--- config.mk ---
export PLATFORM = sky130hd
export DESIGN_NAME = mode_pin_latch
export DESIGN_NICKNAME = d
export VERILOG_FILES = /design/src/rtl/mpl_pkg.sv /design/src/rtl/mpl_edge_det.sv /design/src/rtl/mpl_cap_timer.sv /design/src/rtl/mpl_cfg_regs.sv /design/src/rtl/mode_pin_latch.sv
export SDC_FILE = /design/constraint.sdc
export NUM_CORES = 1
export LEC_CHECK = 0
export ABC_AREA = 1
export ABC_CLOCK_PERIOD_IN_PS = 1300
export BUFFER_PORTS_ARGS = -buffer_cell sky130_fd_sc_hd__buf_4
export CAP_MARGIN = 20
export CORE_AREA = 2 2 39 41
export DETAILED_ROUTE_END_ITERATION = 8
export DIE_AREA = 0 0 41 43
export PLACE_DENSITY = 0.52
export SLEW_MARGIN = 20
export SYNTH_ARGS = -nofsm -noshare
export SYNTH_HDL_FRONTEND = slang
export SYNTH_SLANG_ARGS = --single-unit
--- constraint.sdc ---
create_clock -name clk -period 1.3 [get_ports clk]
set_input_delay 0.13 -clock clk [delete_from_list [all_inputs] [get_ports clk]]
set_output_delay 0.13 -clock clk [all_outputs]
set_load 0.01 [all_outputs]
--- src/rtl/mpl_pkg.sv ---
package mpl_pkg;
  typedef enum logic [1:0] {
    MODE_RGB444     = 2'b00,
    MODE_YCC444     = 2'b01,
    MODE_YCC422_2P  = 2'b10,
    MODE_YCC422_1P  = 2'b11
  } mode_e;

  localparam logic SYNC_IDLE = 1'b1;
endpackage

--- src/rtl/mpl_edge_det.sv ---
module mpl_edge_det
  import mpl_pkg::*;
(
  input  logic clk,
  input  logic rst,
  input  logic sync_n,
  output logic edge_any,
  output logic edge_rise
);
  logic sync_q;

  always_ff @(posedge clk) begin
    if (rst) sync_q <= SYNC_IDLE;
    else     sync_q <= sync_n;
  end

  assign edge_any  = sync_n ^ sync_q;
  assign edge_rise = sync_n & ~sync_q;

  // a detected rise must leave the registered copy high next cycle
  p_rise_seen_r3: assert property (@(posedge clk) disable iff (rst)
    edge_rise |=> sync_q);
endmodule

--- src/rtl/mpl_cap_timer.sv ---
module mpl_cap_timer #(
  parameter int CAPTURE_EDGE = 2
) (
  input  logic clk,
  input  logic rst,
  input  logic edge_any,
  input  logic edge_rise,
  output logic cap,
  output logic cap_rise
);
  localparam int CW = $clog2(CAPTURE_EDGE + 1);
  localparam logic [CW-1:0] LOAD = CW'(CAPTURE_EDGE - 1);
  localparam logic [CW-1:0] ONE  = CW'(1);

  logic [CW-1:0] cnt;
  logic          dir_rise;

  always_ff @(posedge clk) begin
    if (rst) begin
      cnt      <= '0;
      dir_rise <= 1'b0;
    end else if (edge_any) begin
      cnt      <= LOAD;
      dir_rise <= edge_rise;
    end else if (cnt != '0) begin
      cnt      <= cnt - ONE;
    end
  end

  assign cap      = (cnt == ONE) && !edge_any;
  assign cap_rise = dir_rise;

  // every edge restarts the delay, discarding any pending capture
  p_restart_r6: assert property (@(posedge clk) disable iff (rst)
    edge_any |=> (cnt == LOAD));
  p_dir_kept_r6: assert property (@(posedge clk) disable iff (rst)
    !edge_any |=> $stable(dir_rise));
endmodule

--- src/rtl/mpl_cfg_regs.sv ---
module mpl_cfg_regs (
  input  logic clk,
  input  logic rst,
  input  logic cap,
  input  logic cap_rise,
  input  logic m2,
  output logic m2_int,
  output logic ins3_int,
  output logic m2_int_valid
);
  always_ff @(posedge clk) begin
    if (rst) begin
      m2_int       <= 1'b0;
      ins3_int     <= 1'b0;
      m2_int_valid <= 1'b0;
    end else if (cap) begin
      if (cap_rise) begin
        m2_int       <= m2;
        m2_int_valid <= 1'b1;
      end else begin
        ins3_int     <= m2;
      end
    end
  end

  p_reset_r1: assert property (@(posedge clk)
    rst |=> (!m2_int && !ins3_int && !m2_int_valid));
  p_m2int_hold_r2: assert property (@(posedge clk) disable iff (rst)
    !(cap && cap_rise) |=> $stable(m2_int));
  p_ins3_hold_r3: assert property (@(posedge clk) disable iff (rst)
    !(cap && !cap_rise) |=> $stable(ins3_int));
  p_valid_by_rise_r4: assert property (@(posedge clk) disable iff (rst)
    !(cap && cap_rise) && !m2_int_valid |=> !m2_int_valid);
  p_valid_sticky_r9: assert property (@(posedge clk) disable iff (rst)
    m2_int_valid |=> m2_int_valid);
endmodule

--- src/rtl/mode_pin_latch.sv ---
module mode_pin_latch
  import mpl_pkg::*;
#(
  parameter int CAPTURE_EDGE = 2
) (
  input  logic       clk,
  input  logic       rst,
  input  logic       sync_n,
  input  logic       m1,
  input  logic       m2,
  output logic       m2_int,
  output logic       ins3_int,
  output logic       m2_int_valid,
  output logic [1:0] mode
);
  logic  edge_any, edge_rise, cap, cap_rise;
  mode_e mode_w;

  mpl_edge_det u_edge (
    .clk(clk), .rst(rst), .sync_n(sync_n),
    .edge_any(edge_any), .edge_rise(edge_rise)
  );

  mpl_cap_timer #(.CAPTURE_EDGE(CAPTURE_EDGE)) u_timer (
    .clk(clk), .rst(rst), .edge_any(edge_any), .edge_rise(edge_rise),
    .cap(cap), .cap_rise(cap_rise)
  );

  mpl_cfg_regs u_regs (
    .clk(clk), .rst(rst), .cap(cap), .cap_rise(cap_rise), .m2(m2),
    .m2_int(m2_int), .ins3_int(ins3_int), .m2_int_valid(m2_int_valid)
  );

  assign mode_w = mode_e'({m1, m2_int});
  assign mode   = mode_w;

  // the format bit only moves on a capture steered by a rising edge
  p_m2int_needs_cap_r3: assert property (@(posedge clk) disable iff (rst)
    $changed(m2_int) |-> $past(cap && cap_rise));
endmodule

# Word-level counts from Yosys, hierarchy flattened
# Index checks and enable logic that the tools add are counted.
[word_totals]
elab_cells = 22
output_inout_bits = 5
regBits = 7
[op_classes]
n_reduce_logical = 7
bitwise_logic = 4
eq_ne = 1
mux = 2
add_sub_neg = 1
[ops]
columns = ["cell", "n"]
rows = [
  ["2-bit AND reduction", 2],
  ["2-bit nonzero test", 2],
  ["2-bit by 1-bit equality test with 1-bit output, second input constant", 1],
  ["1-bit two-way mux", 2],
  ["1-bit NOT", 2],
  ["2-bit OR reduction", 1],
  ["2-bit by 1-bit subtractor with 2-bit output, second input constant", 1],
  ["1-bit AND", 1],
  ["1-bit logical AND", 1],
  ["1-bit logical NOT", 1],
  ["1-bit XOR", 1],
]

# Logic depth before layout (Yosys ltp)
# Gate-level depths: netlist (run 1).
[depth]
depth_word = 4
depth_mapped = 6
ltp_nobuf = 6

# Modules after synthesis
# Synthesis (run 1) repeated with hierarchy kept, for this count alone.
[hier_totals]
hier_cells = 49
area_unflattened_um2 = 349.1
[modules_own_cells]
columns = ["module", "instances", "area_per_inst_um2", "seq_area_each_um2", "cells_per_inst"]
rows = [
  ["mpl_cap_timer", 1, 167.7, 60.1, 24],
  ["mpl_cfg_regs", 1, 115.1, 60.1, 16],
  ["mpl_edge_det", 1, 51.3, 20.0, 7],
  ["mode_pin_latch", 1, 15.0, 0.0, 2],
]

# Worst setup path after synthesis (run 1)
# Ideal clock, no wire load.
[synth_timing]
kind = "reg2reg"
startpoint = "reg u_edge.sync_q"
endpoint = "reg u_regs.ins3_int"
required_time_ns = 1.187
stages_incl_launch_ff = 6
arrival_ns = 0.892
setup_slack_ns = 0.295
path_buffers = 0
path_cell_list = "dfxtp_1 inv_1 ha_1 nand3_1 nor2_1 nor2_1"
[synth_via]
elab_chain_len = 4
[synth_lines]
columns = ["item", "line_no", "source"]
rows = [
  ["from (decl)", "mpl_edge_det.sv:10", "logic sync_q;"],
  ["from (signal assigned)", "mpl_edge_det.sv:14", "else sync_q <= sync_n;"],
  ["1-bit XOR", "mpl_edge_det.sv:17", "assign edge_any = sync_n ^ sync_q;"],
  ["1-bit logical NOT", "mpl_cap_timer.sv:30", "assign cap = (cnt == ONE) && !edge_any;"],
  ["1-bit logical AND", "mpl_cap_timer.sv:30", ""],
  ["2-bit AND reduction (no source line)", "-", ""],
  ["to (signal assigned)", "mpl_cfg_regs.sv:21", "ins3_int <= m2;"],
  ["to (decl)", "mpl_cfg_regs.sv:8", "output logic ins3_int,"],
]
# Every way passes these cells.
# A chain may end at the register's enable or synchronous reset.

# Worst setup path in the final report (run 1)
# Same ends and word-level chain as after synthesis.

==> summary.txt, run 1 <==
STA
  – Count of final hold-check violations: 0
  – Final Setup Violations: 0
  – Fin crit share: 82.4%
  – Hold WS: 0.0462 ns
  – Period minus WS final: around 1.1 ns
  – Final setup TNS: 0 ns
  – Worst Tran Pin Value: 0.174 ns
  – Rel. slew slack: between 80% and 90%
  – Fmax: approximately 0.93 GHz
  – Fin. max-slew vios: 0
  – Unrepaired setup endpoints after global routing: false
  – Skew final: 0.00488 ns

Setup path
  – Worst R2R Setup Slack: between 0.2 and 0.25 ns
  – Worst Path Buf+Inv: 1
  – Critical path's top delay family: adder cells
  – Critical path's slowest cell: ha_1
  – CP arrival: about 1.2 ns
  – Worst R2R End: u_regs.ins3_int$_SDFFE_PP0P_
  – WP data required: approximately 1.5 ns
  – WS Path Type: flop to flop
  – CP Cell Sequence: inv_1 > ha_1 > nand3_1 > nor2_1 > nor2_1
  – Reg2reg path depth: 5
  – Crit path largest cell delay: 0.36 ns
  – CP max FO: 6
  – Startpoint types: flop
  – Critical Path Start: u_edge.sync_q$_SDFF_PP1_
  – Worst r2r src: u_edge.sync_q$_SDFF_PP1_
  – Crit path capture type: flop
  – Cell mode on critical path: nor2_1

CTS
  – TritonCTS clock tree: done
  – Post-CTS Hold Buffers: 0
  – Setup Buffers After CTS: 0
  – Clock transition at path regs: 0.05 ns
  – CTS H-Tree Depth: 1
  – Clk sinks: 7
  – Post-cts sizing count: 0
  – Clock buffer depth: 2
  – Worst skew pair latency: 0.25 ns
  – Clock Root Buffer: clkbuf_4
  – TritonCTS buffer count: 3

Placed design
  – Detail Placement HPWL: 394 microns
  – RePlAce Congestion: 0.676
  – PortBufs: 7

Hold path
  – Min-Delay Path Class: primary input to flop
  – HP Start: rst
  – Hold EP: u_regs.m2_int_valid$_SDFFE_PP0P_
  – Cell depth of the worst hold path: 2

Floorplanning
  – Die X: 41 microns
  – Initial core utilization: around a quarter
  – Die Footprint: 0.00176 sq mm
  – Die height: 43 microns
  – # rows: 14
  – Std-Cell Core Area: 0.00138 sq mm
  – # IOs: 10

Routing
  – Post-DR vias/cell: 3.96
  – Avg WL per Cell: 7.33 microns
  – Starting DRT DRC Count: 1
  – Residual DRC: 0
  – DRT antenna net count: 0
  – Routed wire length: roughly 500 microns
  – Vias: around 270
  – 1st-pass router iterations: 2

Synthesis
  – Yosys reg bits: 7
  – Sequential area share after synthesis: 43.2%
  – Ys Warns: 0
  – Mapped Cells: 42
  – Syn Nets: 50
  – Synth unique cells: 12
  – Mapped Area: 324 sq um
  – Syn avg cell area: roughly 7.7 sq um

Power
  – Pwr Total: between 0.5 and 0.6 mW
  – P per Cell Area: 1280 mW/mm^2
  – LEAKAGE: 0.204 nW
  – Worst IR Drop VDD: 358 uV

Global route
  – Initial antenna violation count: 0
  – First-pass GRT wire length: 772 microns
  – Total gr overflow: 0
  – Largest net degree at the start of global routing: 7
  – Vias in the first global route: 210
  – Aggregate global-route resource usage: 7.13%

Layout
  – Multi-input gate area: around 140 sq um
  – Fillers: 158
  – Fin nets: 60
  – Layout area overhead: 25.9%
  – Layout cell share with drive strength beyond 1: between 20% and 30%
  – Antenna Cells: 0
  – Sequential Area: 140 sq um

Outcome
  – Outcome: finished, final reports clean

Flow run
  – # Max-Cap Violations: 0
-- area by class of cell --
class	instances	share of cell area (%)
repair buffers	7	12.9
well taps	16	4.91
flip-flops and latches	7	34.4
inverters	8	7.36
multi-input cells	25	34.0
clock buffers	4	6.44
-- placed cells by master, fill, tap and decap left out --
cell type,synthesis,final
a21oi_1,3,3
o21a_1,1,1
inv_1,8,8
buf_4,2,7
nor2_1,7,7
nand2_1,7,7
nand3_2,1,1
dfxtp_1,7,7
nand3_1,1,1
ha_1,3,3
o21ai_0,1,1
clkbuf_4,0,3
clkbuf_1,0,1
or2_2,1,1
-- worst max-delay path by stage --
stage | slack [ns] | cells past startpoint | endpoint
2_1_floorplan | 0.29 | 5 | u_regs.ins3_int$_SDFFE_PP0P_
4_1_cts | 0.20 | 5 | u_regs.ins3_int$_SDFFE_PP0P_
3_5_place_dp | 0.21 | 5 | u_regs.ins3_int$_SDFFE_PP0P_
5_1_grt | 0.12 | 5 | u_regs.ins3_int$_SDFFE_PP0P_
6_report | 0.23 | 5 | u_regs.ins3_int$_SDFFE_PP0P_
3_3_place_gp | 0.23 | 5 | u_regs.ins3_int$_SDFFE_PP0P_
-- where the power goes --
part | total (mW) | internal [mW] | switching [mW] | leakage, nW
Combinational | 0.0850 | 0.0405 | 0.0445 | 0.132
Clock | 0.197 | 0.117 | 0.0800 | 0.0150
Sequential | 0.241 | 0.231 | 0.00944 | 0.0575
-- sequential cells by signal, indices dropped and copies added, names as in the netlist --
signal,count
u_edge.sync_q,1
u_regs.ins3_int,1
u_regs.m2_int,1
u_regs.m2_int_valid,1
u_timer.cap_rise,1
u_timer.cnt,2
-- per-stage QoR --
stage | cell area [sq um] | setup slack [ns] | cells | utilization (%)
finish | 408 | 0.229 | 67 | 29.5
global route | 408 | 0.118 | 67 | 29.5
CTS | 408 | 0.201 | 67 | 29.5
detailed placement | 382 | 0.206 | 63 | 27.6
global placement | 382 | 0.234 | 63 | 27.6
floorplan | 324 | 0.295 | 42 | -
-- cell usage after synthesis --
cell type,number,share of area (%)
a21oi_1,3,4.6
buf_4,2,4.6
dfxtp_1,7,43
ha_1,3,12
inv_1,8,9.3
nand2_1,7,8.1
nand3_1,1,1.5
nand3_2,1,3.1
nor2_1,7,8.1
o21a_1,1,2.3
o21ai_0,1,1.5
or2_2,1,1.9
-- cells by family after synthesis --
| kind of cell | after synthesis | share of synthesized area, % |
|---|---|---|
| AND/OR/NAND/NOR | 17 | 22.8 |
| adder cells (fa/ha/maj) | 3 | 11.6 |
| flip-flops | 7 | 43.2 |
| buffers and inverters | 10 | 13.9 |
| AO/OA/AOI/OAI | 5 | 8.49 |
-- metal layers --
layer  up-vias  global-route usage, %  part of all wire, %
met5         -                      0                    0
met4         0                   4.00                    0
met3         0                   7.85                   11
li1        142                      -                    -
met1       115                   7.72                   46
met2         8                   8.13                   43
Note: power is estimated with default switching activity, not from simulation.
==> run 2, diff against run 1 <==
ABC_AREA = 0   (was 1)
ABC_CLOCK_PERIOD_IN_PS = 1000   (was 1300)
clock period = 1 ns   (was 1.3 ns; I/O delays follow)
==> summary.txt, run 2 <==
Outcome
  – Outcome: finished with violations
  – Failing checks: setup timing

Layout
  – Most common cell after layout, fill and taps aside: buf_4
  – Fillers: approximately 150
  – Top reg by flops: u_timer.cnt
  – Final core occ: about 33%
  – Most frequent cells in the layout: buf_4 (7), dfxtp_1 (5), inv_2 (4)
  – Antenna Cells: 0
  – Max FFs per register: 2
  – Post-route cell area: approximately 460 sq um
  – Final Instance Count excl. Fillers: 57
  – Fin nets: 50
  – Layout cell share with drive strength beyond 1: 53.7%
  – Layout area overhead: 42.2%

Synthesis
  – Yosys reg bits: 7
  – Synth unique cells: 15
  – Commonest cells in the netlist: dfxtp_1 (7), inv_1 (4), ha_1 (3), mux2i_1 (3), nand2b_1 (3)
  – Post-synth top area share: 43.4%
  – Number of flops mapped to enable cells by yosys: 0
  – Mapped Area: 323 sq um
  – Syn Nets: 40
  – Ys Warns: 0
  – Most used flip-flop cell after synthesis: dfxtp_1
  – Top post-synthesis cells by area: dfxtp_1 (43%), ha_1 (12%), mux2i_1 (9.3%)
  – Syn avg cell area: 10.1 sq um
  – Sequential area share after synthesis: 43.4%
  – Async SR Flop Fraction: 0%
  – Mapped Cells: 32
  – Most frequent cell after synthesis: dfxtp_1
  – Cell taking the most area after synthesis: dfxtp_1

Placed design
  – PortBufs: 7
  – Area after DPL: 415 sq um
  – Dpl cells: 53
  – RePlAce Congestion: 0.663
  – Detail Placement HPWL: 472 microns
  – Setup slack at placement: -0.0348 ns

Setup path
  – Critical Path Start: u_edge.sync_q$_SDFF_PP1_
  – WS Path Type: flop to flop
  – Crit path capture type: flop
  – Startpoint types: flop
  – Worst r2r src: u_edge.sync_q$_SDFF_PP1_
  – WP data required: 1.16 ns
  – CP arrival: 1.18 ns
  – CP max FO: 5

CTS
  – Clk sinks: 7
  – TritonCTS clock tree: done
  – Clock transition at path regs: 0.06 ns
  – TritonCTS buffer count: 3
  – Clock Root Buffer: clkbuf_4
  – Clock buffer depth: 2
  – Post-CTS Hold Buffers: 0
  – CTS H-Tree Depth: 1
  – Worst skew pair latency: 0.25 ns

STA
  – Worst Tran Pin Value: 0.217 ns
  – Unrepaired setup endpoints after global routing: true
  – Setup ws final: -0.0196 ns
  – Fin. max-slew vios: 0
  – Skew final: 0.0104 ns
  – Rel. slew slack: 85.5%
  – Fin crit share: 102%
  – Period minus WS final: 1.02 ns
  – Count of final hold-check violations: 0
  – Final Setup Violations: 1
  – Fmax: 0.981 GHz

Power
  – P per Cell Area: 1610 mW/mm^2
  – Worst IR Drop VDD: 563 uV
  – Pwr Total: 0.739 mW
  – LEAKAGE: between 0.15 and 0.2 nW

Hold path
  – HP Start: rst
  – Min-Delay Path Class: primary input to flop

Routing
  – Starting DRT DRC Count: 0
  – Residual DRC: 0
  – DRT antenna net count: 0
  – Post-DR vias/cell: 4.25
  – Vias: 242
  – Routed wire length: ~590 microns
  – Avg WL per Cell: a little over 10 microns
  – 1st-pass router iterations: 1

Global route
  – First-pass GRT wire length: 1010 microns
  – Initial antenna violation count: 0
  – Total gr overflow: 0
  – Largest net degree at the start of global routing: 9
  – Aggregate global-route resource usage: 9.47%
  – Vias in the first global route: 268

Floorplanning
  – Die Footprint: 0.00176 sq mm
  – Std-Cell Core Area: 0.00138 sq mm
  – Initial core utilization: 23.3%
  – # rows: 14
  – # IOs: 10
  – Die X: 41 microns
  – Die height: ~43 microns

Flow run
  – # Max-Cap Violations: 0
==> run 2: cell count changes after synthesis, moves of 3 or more <==
cell	change
inv_1	-4
nor2_1	-6
mux2i_1	+3
nand2b_1	+3
nand2_1	-7
==> run 2: logic make-up (layout without fill, tap and decap cells) <==
logic type,Yosys count,count (layout),synth area share (%)
simple gates,8,8,14.7
flops,7,7,43.4
buf+inv,7,16,10.5
fa+ha+maj,3,3,11.6
compound gates,3,3,7.75
mux,3,3,9.30
xor+xnor,1,1,2.71
==> run 2: where the power goes <==
group	internal (mW)	switching, mW	total (mW)
logic	0.0929	0.0807	0.174
clock network	0.152	0.101	0.253
registers	0.299	0.0130	0.312
==> run 2: critical path, cell delays in order, from the launching register on <==
cell	delay, ns
dfxtp_2	0.32
inv_2	0.04
ha_4	0.29
inv_2	0.05
a2111oi_4	0.24
==> run 2: cell type report <==
| class | count | area [sq um] | share of cell area (%) |
|---|---|---|---|
| clock buffer | 4 | 26.3 | 5.72 |
| inverter | 5 | 18.8 | 4.09 |
| multi-input combinational | 18 | 199 | 43.3 |
| sequential | 7 | 143 | 31.1 |
| tap | 16 | 20.0 | 4.36 |
| timing repair buffer | 7 | 52.6 | 11.4 |
==> run 2: final timing paths <==
check	end	slack, ns	cells after the start
hold reg to reg	u_regs.m2_int_valid$_SDFFE_PP0P_	0.44	2
setup / recovery	u_timer.cnt[1]$_SDFFE_PP0P_	-0.02	4
setup reg to reg	u_timer.cnt[1]$_SDFFE_PP0P_	-0.02	4
hold / removal	u_timer.cnt[0]$_SDFFE_PP0P_	0.07	2
==> run 2: what timing repair did <==
item                                    CTS  global route
pin swaps                                 0             1
buffers inserted                          0             0
endpoints found under the setup margin    2             5
gates resized for setup                   0             2
==> run 2: routing by layer <==
| metal | up-vias | routed length [microns] | global-route usage (%) |
|---|---|---|---|
| met5 | - | 0 | 0 |
| met4 | 0 | 12 | 10.0 |
| met3 | 2 | 47 | 4.71 |
| met2 | 7 | 313 | 14.4 |
| met1 | 112 | 218 | 7.79 |
| li1 | 121 | - | - |
==> run 2: metrics by stage <==
step	setup TNS, ns	hold WS, ns
detailed placement	-0.0503	0.200
global placement	-0.0175	0.200
global route	-0.213	0.0714
floorplan	0	0.162
CTS	-0.0467	0.0519
finish	-0.0196	0.0678
==> run 3, diff against run 2 <==
GPL_TIMING_DRIVEN = 0   (was unset)
==> summary.txt, run 3 (same netlist as run 2, synthesis figures left out) <==
Routing
  – Post-DR vias/cell: 4.12
  – Residual DRC: 0
  – Vias: 247
  – Starting DRT DRC Count: 1
  – Avg WL per Cell: 9.68 microns
  – Routed wire length: 581 microns
  – 1st-pass router iterations: 2
  – DRT antenna net count: 0

CTS
  – TritonCTS buffer count: 3
  – Clock buffer depth: 2
  – Worst skew pair latency: about 0.26 ns
  – TritonCTS clock tree: done
  – CTS H-Tree Depth: 1
  – Clock transition at path regs: 0.05 ns
  – Clock Root Buffer: clkbuf_4
  – Clk sinks: 7

Floorplanning
  – Die Footprint: between 0.0015 and 0.002 sq mm
  – Die X: 41 microns
  – Die height: 43 microns
  – Std-Cell Core Area: between 0.001 and 0.0015 sq mm
  – # IOs: 10
  – Initial core utilization: 23.3%
  – # rows: 14

Setup path
  – Worst R2R Setup Slack: -0.03 ns
  – Startpoint types: flop
  – WP data required: 1.16 ns
  – Crit path capture type: flop
  – CP max FO: 5
  – CP arrival: between 1 and 1.5 ns
  – WS Path Type: flop to flop

STA
  – Worst Tran Pin Value: 0.239 ns
  – Unrepaired setup endpoints after global routing: true
  – Hold WS: 0.0740 ns
  – Period minus WS final: 1.03 ns
  – Count of final hold-check violations: 0
  – Fin crit share: 103%
  – Fin. max-slew vios: 0
  – Skew final: about 0.0059 ns
  – Setup ws final: -0.0327 ns
  – Fmax: 0.968 GHz
  – Final Setup Violations: 1
  – Rel. slew slack: a little over four fifths

Global route
  – Total gr overflow: 0
  – First-pass GRT wire length: 1050 microns
  – Aggregate global-route resource usage: 9.56%
  – Met2 Track Usage GR: 12.2%
  – Vias in the first global route: between 200 and 300
  – Met1 usage: approximately a tenth
  – Most used routing layer: met2
  – Largest net degree at the start of global routing: 9
  – Met3 global-route usage: 6.28%
  – Initial antenna violation count: 0

Layout
  – Layout area overhead: 47.7%
  – Final core occ: between 30% and 40%
  – Antenna Cells: 0
  – Fin nets: 53
  – Most common cell after layout, fill and taps aside: buf_4
  – Layout cell share with drive strength beyond 1: between 50% and 60%
  – Max FFs per register: 2
  – Most frequent cells in the layout: buf_4 (10), dfxtp_1 (5), inv_2 (4)
  – Top reg by flops: u_timer.cnt
  – Post-route cell area: 477 sq um

Placed design
  – Setup slack at placement: -0.0234 ns
  – Detail Placement HPWL: 430 microns
  – RePlAce Congestion: 0.590
  – PortBufs: 8
  – Area after DPL: approximately 440 sq um

Outcome
  – Outcome: finished with violations
  – Failing checks: setup timing

Flow run
  – # Max-Cap Violations: 0

Power
  – P per Cell Area: between 1500 and 2000 mW/mm^2
  – Worst IR Drop VDD: 717 uV
  – LEAKAGE: 0.212 nW
  – Pwr Total: 0.745 mW

Hold path
  – Min-Delay Path Class: primary input to flop
-- run 3: changes by cell type in the layout (fill, tap and decap cells not counted), sizes merged --
| cell | change |
|---|---|
| buf | +3 |
-- run 3: worst paths after layout --
kind                               startpoint                               end  cells after the start
max                  u_edge.sync_q$_SDFF_PP1_       u_timer.cnt[1]$_SDFFE_PP0P_                      4
min                                       rst  u_regs.m2_int_valid$_SDFFE_PP0P_                      2
max reg2reg          u_edge.sync_q$_SDFF_PP1_       u_timer.cnt[1]$_SDFFE_PP0P_                      4
min reg2reg  u_regs.m2_int_valid$_SDFFE_PP0P_  u_regs.m2_int_valid$_SDFFE_PP0P_                      2
-- run 3: metal layers --
layer	share of wire [%]	wire [microns]
met1	42	245
met5	0	0
met2	45	262
met3	9.8	57
met4	2.8	16
-- run 3: area by class of cell --
class | count | area (sq um)
plain buffers | 2 | 15.0
clock buffers | 4 | 26.3
fillers | 148 | 907
inverters | 5 | 18.8
multi-input cells | 18 | 194
flip-flops and latches | 7 | 143
well taps | 16 | 20.0
repair buffers | 8 | 60.1
-- run 3: through the flow --
stage / TNS, ns / std cells
5_1_grt: -0.204 / 60
3_3_place_gp: -0.0309 / 56
4_1_cts: -0.0338 / 60
3_5_place_dp: -0.0234 / 56
2_1_floorplan: 0 / 32
6_report: -0.0327 / 60
-- run 3: worst max-delay path, stage by stage, from the launching register on --
cell,delay [ns]
dfxtp_2,0.32
inv_2,0.04
ha_4,0.28
inv_2,0.04
a2111oi_4,0.26
-- run 3: repair_timing --
item | CTS | global route
hold buffers | 0 | 0
gates cloned | 0 | 0
pin swaps | 0 | 0
setup buffers | 0 | 0
gates resized for setup | 0 | 1
setup endpoints to repair | 1 | 5
-- run 3: power breakdown --
group          internal (mW)  switching [mW]
clock                  0.153           0.108
sequential             0.299          0.0126
combinational         0.0948          0.0782
total                  0.547           0.198
